===== config.mk =====
export PLATFORM = sky130hd
export DESIGN_NAME = irq_wdog_supervisor
export DESIGN_NICKNAME = d
export VERILOG_FILES = /design/src/rtl/sup_pkg.sv /design/src/rtl/tick_divider.sv /design/src/rtl/sup_watchdog.sv /design/src/rtl/sup_mode_reg.sv /design/src/rtl/irq_wdog_supervisor.sv
export SDC_FILE = /design/constraint.sdc
export NUM_CORES = 1
export LEC_CHECK = 0
export BUFFER_PORTS_ARGS = -buffer_cell sky130_fd_sc_hd__clkbuf_2
export CAP_MARGIN = 5
export CORE_UTILIZATION = 36
export CTS_BUF_LIST = sky130_fd_sc_hd__clkbuf_4
export CTS_CLUSTER_SIZE = 30
export DETAILED_ROUTE_END_ITERATION = 7
export PLACE_DENSITY = 0.52
export SLEW_MARGIN = 10
export SYNTH_ARGS = -nofsm -noshare
export SYNTH_HDL_FRONTEND = slang
export SYNTH_HIERARCHICAL = 1
export SYNTH_SLANG_ARGS = --single-unit

===== constraint.sdc =====
create_clock -name clk -period 3.88 [get_ports clk]
set_input_delay 0.388 -clock clk [delete_from_list [all_inputs] [get_ports clk]]
set_output_delay 0.388 -clock clk [all_outputs]
set_load 0.03 [all_outputs]

===== src/rtl/sup_pkg.sv =====
package sup_pkg;

    localparam int CMD_W  = 5;
    localparam int MODE_W = 8;

    // Command strobe decode; bit positions are fixed by software.
    typedef struct packed {
        logic kick;       // bit 4
        logic ack_irq;    // bit 3
        logic clr_pwm;    // bit 2
        logic latch_enc;  // bit 1
        logic clr_enc;    // bit 0
    } cmd_t;

    // Mode register, MSB first so an 8-bit vector casts directly.
    typedef struct packed {
        logic stop_wd;     // bit 7
        logic irq_st;      // bit 6
        logic irq_en;      // bit 5
        logic missed;      // bit 4
        logic stop_missed; // bit 3
        logic latch_irq;   // bit 2
        logic pwm_en;      // bit 1
        logic cnt_en;      // bit 0
    } mode_t;

    function automatic cmd_t decode_cmd(input logic we, input logic [CMD_W-1:0] d);
        cmd_t c;
        c = cmd_t'(d);
        if (!we) c = '0;
        return c;
    endfunction

endpackage


===== src/rtl/tick_divider.sv =====
module tick_divider #(
    parameter int W = 16
) (
    input  logic         clk,
    input  logic         rst,
    input  logic         restart,
    input  logic [W-1:0] limit,
    output logic         tick
);
    logic [W-1:0] cnt;

    assign tick = (cnt == limit);

    always_ff @(posedge clk) begin
        if (rst || restart)  cnt <= '0;
        else if (tick)       cnt <= '0;
        else                 cnt <= cnt + 1'b1;
    end

    AST_TICK_RELOAD: assert property (@(posedge clk) disable iff (rst)
        tick |=> (cnt == '0));

endmodule


===== src/rtl/sup_watchdog.sv =====
module sup_watchdog #(
    parameter int WD_W   = 16,
    parameter int US_DIV = 200
) (
    input  logic            clk,
    input  logic            rst,
    input  logic            kick,
    input  logic [WD_W-1:0] timeout,
    output logic [WD_W-1:0] count,
    output logic            expired
);
    localparam int PRE_W = (US_DIV > 1) ? $clog2(US_DIV) : 1;
    localparam logic [PRE_W-1:0] PRE_LIMIT = PRE_W'(US_DIV - 1);

    logic us_tick;

    tick_divider #(.W(PRE_W)) u_us_pre (
        .clk     (clk),
        .rst     (rst),
        .restart (kick),
        .limit   (PRE_LIMIT),
        .tick    (us_tick)
    );

    always_ff @(posedge clk) begin
        if (rst)                          count <= '0;
        else if (kick)                    count <= timeout;
        else if (us_tick && count != '0)  count <= count - 1'b1;
    end

    assign expired = (count == '0);

    AST_WD_FLOOR: assert property (@(posedge clk) disable iff (rst)
        (count == '0 && !kick) |=> (count == '0));
    AST_WD_STEP: assert property (@(posedge clk) disable iff (rst)
        (count != '0 && !kick) |=>
            (count == $past(count) || count == WD_W'($past(count) - 1'b1)));

endmodule


===== src/rtl/sup_mode_reg.sv =====
module sup_mode_reg
    import sup_pkg::*;
(
    input  logic              clk,
    input  logic              rst,
    input  logic              wr,
    input  logic [MODE_W-1:0] wdata,
    input  logic              tick,
    input  logic              ack_irq,
    input  logic              wd_expired,
    output mode_t             q
);
    mode_t w;
    mode_t nxt;
    logic  missed_ev;
    logic  stop_now;

    assign w         = mode_t'(wdata);
    assign missed_ev = tick && q.irq_st;
    assign stop_now  = (missed_ev && q.stop_missed) || (wd_expired && q.stop_wd);

    always_comb begin
        nxt = q;
        if (wr) begin
            nxt.cnt_en      = w.cnt_en;
            nxt.pwm_en      = w.pwm_en;
            nxt.latch_irq   = w.latch_irq;
            nxt.stop_missed = w.stop_missed;
            nxt.irq_en      = w.irq_en;
            nxt.stop_wd     = w.stop_wd;
            if (w.missed) nxt.missed = 1'b0;
            if (w.irq_st) nxt.irq_st = 1'b0;
        end
        if (ack_irq)   nxt.irq_st = 1'b0;
        if (tick)      nxt.irq_st = 1'b1;
        if (missed_ev) nxt.missed = 1'b1;
        if (stop_now) begin
            nxt.cnt_en = 1'b0;
            nxt.pwm_en = 1'b0;
        end
    end

    always_ff @(posedge clk) begin
        if (rst) q <= '0;
        else     q <= nxt;
    end

    AST_MISSED_CAUSE: assert property (@(posedge clk) disable iff (rst)
        $rose(q.missed) |-> $past(q.irq_st));
    AST_MISSED_STOP: assert property (@(posedge clk) disable iff (rst)
        (tick && q.irq_st && q.stop_missed) |=> (!q.cnt_en && !q.pwm_en));
    AST_WD_STOP: assert property (@(posedge clk) disable iff (rst)
        (wd_expired && q.stop_wd) |=> (!q.cnt_en && !q.pwm_en));
    AST_TICK_SETS: assert property (@(posedge clk) disable iff (rst)
        tick |=> q.irq_st);

endmodule


===== src/rtl/irq_wdog_supervisor.sv =====
module irq_wdog_supervisor
    import sup_pkg::*;
#(
    parameter int              DIV_W     = 16,
    parameter int              WD_W      = 16,
    parameter int              US_DIV    = 200,
    parameter logic [DIV_W-1:0] DIV_RESET = '1
) (
    input  logic              clk,
    input  logic              rst,
    input  logic              ctrl_we,
    input  logic [CMD_W-1:0]  ctrl_din,
    input  logic              mode_we,
    input  logic [MODE_W-1:0] mode_din,
    input  logic              div_we,
    input  logic [DIV_W-1:0]  div_din,
    input  logic              wdto_we,
    input  logic [WD_W-1:0]   wdto_din,
    output logic [MODE_W-1:0] mode_q,
    output logic [WD_W-1:0]   wd_count,
    output logic              irq,
    output logic              cnt_en,
    output logic              pwm_en,
    output logic              enc_clear,
    output logic              enc_latch,
    output logic              pwm_clear
);
    cmd_t             cmd;
    mode_t            mode;
    logic [DIV_W-1:0] divisor;
    logic [WD_W-1:0]  timeout;
    logic             tick;
    logic             wd_expired;

    assign cmd = decode_cmd(ctrl_we, ctrl_din);

    always_ff @(posedge clk) begin
        if (rst) begin
            divisor <= DIV_RESET;
            timeout <= '0;
        end else begin
            if (div_we)  divisor <= div_din;
            if (wdto_we) timeout <= wdto_din;
        end
    end

    tick_divider #(.W(DIV_W)) u_irq_div (
        .clk     (clk),
        .rst     (rst),
        .restart (div_we),
        .limit   (divisor),
        .tick    (tick)
    );

    sup_watchdog #(.WD_W(WD_W), .US_DIV(US_DIV)) u_wdog (
        .clk     (clk),
        .rst     (rst),
        .kick    (cmd.kick),
        .timeout (timeout),
        .count   (wd_count),
        .expired (wd_expired)
    );

    sup_mode_reg u_mode (
        .clk        (clk),
        .rst        (rst),
        .wr         (mode_we),
        .wdata      (mode_din),
        .tick       (tick),
        .ack_irq    (cmd.ack_irq),
        .wd_expired (wd_expired),
        .q          (mode)
    );

    always_ff @(posedge clk) begin
        if (rst) begin
            enc_clear <= 1'b0;
            enc_latch <= 1'b0;
            pwm_clear <= 1'b0;
        end else begin
            enc_clear <= cmd.clr_enc;
            enc_latch <= cmd.latch_enc || (tick && mode.latch_irq);
            pwm_clear <= cmd.clr_pwm;
        end
    end

    assign mode_q = mode;
    assign irq    = mode.irq_st && mode.irq_en;
    assign cnt_en = mode.cnt_en;
    assign pwm_en = mode.pwm_en;

    AST_LATCH_ON_IRQ: assert property (@(posedge clk) disable iff (rst)
        (tick && mode.latch_irq) |=> (enc_latch && mode_q[6]));
    AST_CLEAR_PULSE: assert property (@(posedge clk) disable iff (rst)
        (enc_clear && !cmd.clr_enc) |=> !enc_clear);

endmodule


==> metrics.log <==
[metrics] outcome: finished, final reports clean
[metrics] remaining global-route overflow: 0
[metrics] library cells used by synthesis: 55
[metrics] final weighted congestion in routability-driven placement: 0.7954
[metrics] total power consumption of the routed design: 1.824 mW
[metrics] share of the clock period used by the worst path: 0.6610
[metrics] reg-to-reg slack, setup: around 1.3 ns
[metrics] global routing usage summed across all routing layers: 0.1604
[metrics] Chip Width: between 100 and 150 um
[metrics] average routed wire per standard cell: 13.40 um
[metrics] Worst EP required: 4.23 ns
[metrics] slowest stage cell on the critical path: nor4_4
[metrics] count of routing violations after the opening detailed-route iteration: 52
[metrics] maximum clock frequency: 0.3899 GHz
[metrics] root buffer selected by CTS: clkbuf_4
[metrics] multi-input combinational cell area: 0.002105 mm^2
[metrics] die footprint: 0.01135 mm^2
[metrics] endpoint of the worst register-to-register path: u_wdog/count[4]
[metrics] post-route standard cell area excluding fillers: between 0.004 and 0.005 mm^2
[metrics] post-synthesis sequential area ratio: 0.4225
[metrics] Layout Skew: 0.01755 ns
[metrics] TritonRoute pass-1 iters: 4
[metrics] row count: 37
[metrics] Worst-Margin Slew: 1.085 ns
[metrics] area used by sequential logic in the layout: 0.001662 mm^2
[metrics] mux contribution to synthesized area: 0.05854
[metrics] origin of the worst setup path: u_wdog/u_us_pre/cnt[4]
[metrics] area share of xor/xnor cells in the synthesized design: 0.1069
[metrics] Synth async-reset ratio: 0
[metrics] setup fix buffers added after clock tree synthesis: 0
[metrics] number of max-capacitance violations reported: 0
[metrics] leakage power figure: 1.834 nW
[metrics] post-synthesis compound-gate area fraction: 0.1158
[metrics] count of boundary I/O pins: 81
[metrics] Buf+Inv Stages, Crit Path: 0
[metrics] number of standard cells in the layout, taps in and fillers out: ~630
[metrics] flops & latches, synth: 83
[metrics] largest driver fanout on the critical path: 9
[metrics] launching point of the worst reg2reg path: u_wdog/u_us_pre/cnt[4]
[metrics] DP Cell Count: 609
[metrics] area added between synthesis and finish: 16.19%
[metrics] clock latency on the worst-skew pair: 0.44 ns
[metrics] top cell type by total area after synthesis: dfxtp_1
[metrics] termination of the worst setup path: u_wdog/count[4]
[metrics] cell class contributing the biggest share of worst-path delay: simple AND/OR/NAND/NOR gates
[metrics] path type of the worst min-delay path: input port to flop
[metrics] global-route wire length before repair: 14.26 mm
[metrics] final setup violation count: 0
[metrics] DRC violations left: 0
[metrics] largest net degree at the start of global routing: 35
[metrics] placeable core region: 0.01046 mm^2
[metrics] top area cells in the synthesized netlist: dfxtp_1 42%, xnor2_1 8.0%, mux2i_1 5.9%
[metrics] cells traversed along the worst timing path: xor2_1 -> nor4_4 -> and2_1 -> or4bb_1 -> or3_2 -> a311oi_1
[metrics] number of H-tree levels: 3
[metrics] longest individual stage delay on the worst path: between 0.4 and 0.5 ns
[metrics] post-place instance area: 0.004367 mm^2
[metrics] routed via count divided by cell count: ~5.0
[metrics] Critical Path Stages: 6
[metrics] crit end category: flop
[metrics] IO Port Bufs: 80
[metrics] share of layout cells above drive strength 1: 0.2352
[metrics] post-synthesis instance area: 0.003933 mm^2
[metrics] count of cells resized by post-cts repair: 0
[metrics] starting density of the core: 0.3759
[metrics] fin crit period: 2.565 ns
[metrics] number of hold violations in the final report: 0
[metrics] via count of the first global-routing pass: slightly below 3000
[metrics] post-synthesis cell count: 410
[metrics] max-slew violation total from the final report: 0
[metrics] Total Neg Setup Slack: 0 ns
[metrics] vertical die dimension: 106.5 um
[metrics] Final #Nets: 538
[metrics] hold bufs inserted after CTS: 0
[metrics] fraction of the mapped netlist area in adder cells: 0.009545
[metrics] TritonCTS sink count: 83
[metrics] HPWL after detailed placement: 6.105 mm
[metrics] CTS tree: built
[metrics] yosys warns: 6
[metrics] area share of the largest cell type after synthesis: 0.4225
[metrics] Routed Antenna Nets: 0
[metrics] unrepaired setup endpoints after global routing: no
[metrics] Post-Route WL: 8.375 mm
[metrics] most common flop cell mapped by yosys: dfxtp_1
[metrics] Peak VDD IR: 0.0002743 V
[metrics] worst endpoint data arrival time: 2.91 ns
[metrics] reg2reg path depth: 6
[metrics] CTS clock-pin slew for the worst setup and hold paths: 0.13 ns
[metrics] Worst Path Class, Setup: flop to flop
[metrics] Slew HR: 0.2712
[metrics] number of enable-type register cells in the synthesized netlist: 0
[metrics] Synth Area in Simple Gates: 0.2367
[metrics] number of antenna violations at the first check in global routing: 0
[metrics] CTS max path bufs: 2
[metrics] Syn Area/Cell: between 9 and 10 um^2
[metrics] total CTS buffers: 9
[metrics] power density normalized to cell area: 399.2 mW/mm^2
[metrics] Filler Cells Inserted: approximately 1100
[metrics] number of vias after detailed routing: 3100
[metrics] combinational family with the most area after synthesis: simple AND/OR/NAND/NOR gates
[metrics] kind of start point of the critical path: flop
[metrics] number of diodes: 0
power breakdown:
group	internal (mW)	total (mW)	switching (mW)
Combinational	0.0953	0.223	0.128
Clock	0.395	0.676	0.282
Sequential	0.891	0.925	0.0335
flip-flops by register name (all words and copies together), names as in the netlist:
name / count
u_irq_div/cnt: 16
enc_latch: 1
enc_clear: 1
u_wdog/count: 16
u_wdog/u_us_pre/cnt: 8
timeout: 16
divisor: 16
u_mode/q: 8
pwm_clear: 1
layout by cell type (no fill, tap or decap), types with 3 or more instances in the layout:
master,n
or3_2,3
mux2i_1,23
nor2b_1,17
a211o_1,16
clkbuf_4,10
or3_1,4
nand2_1,18
o21bai_1,3
clkinv_1,3
inv_1,5
ha_1,3
a221oi_1,3
a211oi_1,12
dfxtp_1,83
and3b_1,3
bufinv_16,4
xnor2_1,36
and2_1,4
conb_1,8
nor4_1,7
nor3b_1,3
nand4_1,8
a311oi_1,3
nand3_1,9
nor2_1,43
a21oi_1,7
nor4_4,3
o21ai_0,6
xor2_1,12
clkbuf_2,80
nor3_1,25
how the worst min path moves through the flow:
stage                from               to  depth (start not counted)
6_report       div_din[2]       divisor[2]                          2
5_1_grt        div_din[0]       divisor[0]                          2
4_1_cts        div_din[2]       divisor[2]                          2
3_5_place_dp   timeout[1]  u_wdog/count[1]                          2
3_3_place_gp   timeout[6]  u_wdog/count[6]                          2
2_1_floorplan  timeout[6]  u_wdog/count[6]                          2
metal layers:
| layer | share of wire | up-vias | global-route usage | routed length (um) |
|---|---|---|---|---|
| met3 | 0.042 | 7 | 0.05212 | 348 |
| met5 | 0 | - | 0 | 0 |
| met1 | 0.47 | 1432 | 0.1985 | 3920 |
| met4 | 0.0092 | 0 | 0.04110 | 77 |
| met2 | 0.48 | 55 | 0.2676 | 4028 |
| li1 | - | 1606 | - | - |
synthesized netlist by cell type, types with 2 or more instances:
cell,count
nor2b_1,17
xor2_1,12
a211oi_1,12
xnor2_1,36
o221ai_1,2
and3b_1,3
nor3b_1,3
buf_2,5
a21oi_1,7
a221oi_1,3
ha_1,3
inv_1,5
nor3_1,25
and2_1,4
o21bai_1,3
nor2_1,43
buf_1,2
o21ai_0,6
or3_2,3
or2_2,2
nor4_4,3
or3_1,4
buf_6,5
nand3_1,9
nand4_1,8
nand2_1,18
dfxtp_1,83
clkbuf_1,5
or4_4,2
a22oi_1,2
buf_4,4
a211o_1,16
o21ai_2,2
a311oi_1,3
conb_1,2
mux2i_1,23
nor4_1,7
stage by stage:
step	setup slack [ns]	util	hold slack, ns
after floorplan	1.476	-	0.4403
after global placement	1.378	0.4174	0.4642
after detailed placement	1.325	0.4174	0.4644
after CTS	1.302	0.4367	0.1039
after global routing	1.114	0.4367	0.08949
final	1.315	0.4367	0.1491
cell type report:
cell class | instances | share of cell area
multi-input cells | 303 | 0.4606
flip-flops and latches | 83 | 0.3636
repair buffers | 81 | 0.08927
well taps | 136 | 0.03724
clock inverters | 6 | 0.02793
clock buffers | 10 | 0.01643
inverters | 6 | 0.004929
kinds of logic (layout without fill, tap and decap cells):
| logic type | after synthesis | count (layout) |
|---|---|---|
| fa+ha+maj | 3 | 3 |
| compound gates | 60 | 60 |
| other cells | 2 | 8 |
| buf+inv | 30 | 103 |
| xor+xnor | 48 | 48 |
| flops | 83 | 83 |
| mux | 23 | 23 |
| simple gates | 161 | 161 |
No activity file was read; power rests on OpenSTA's default activity.
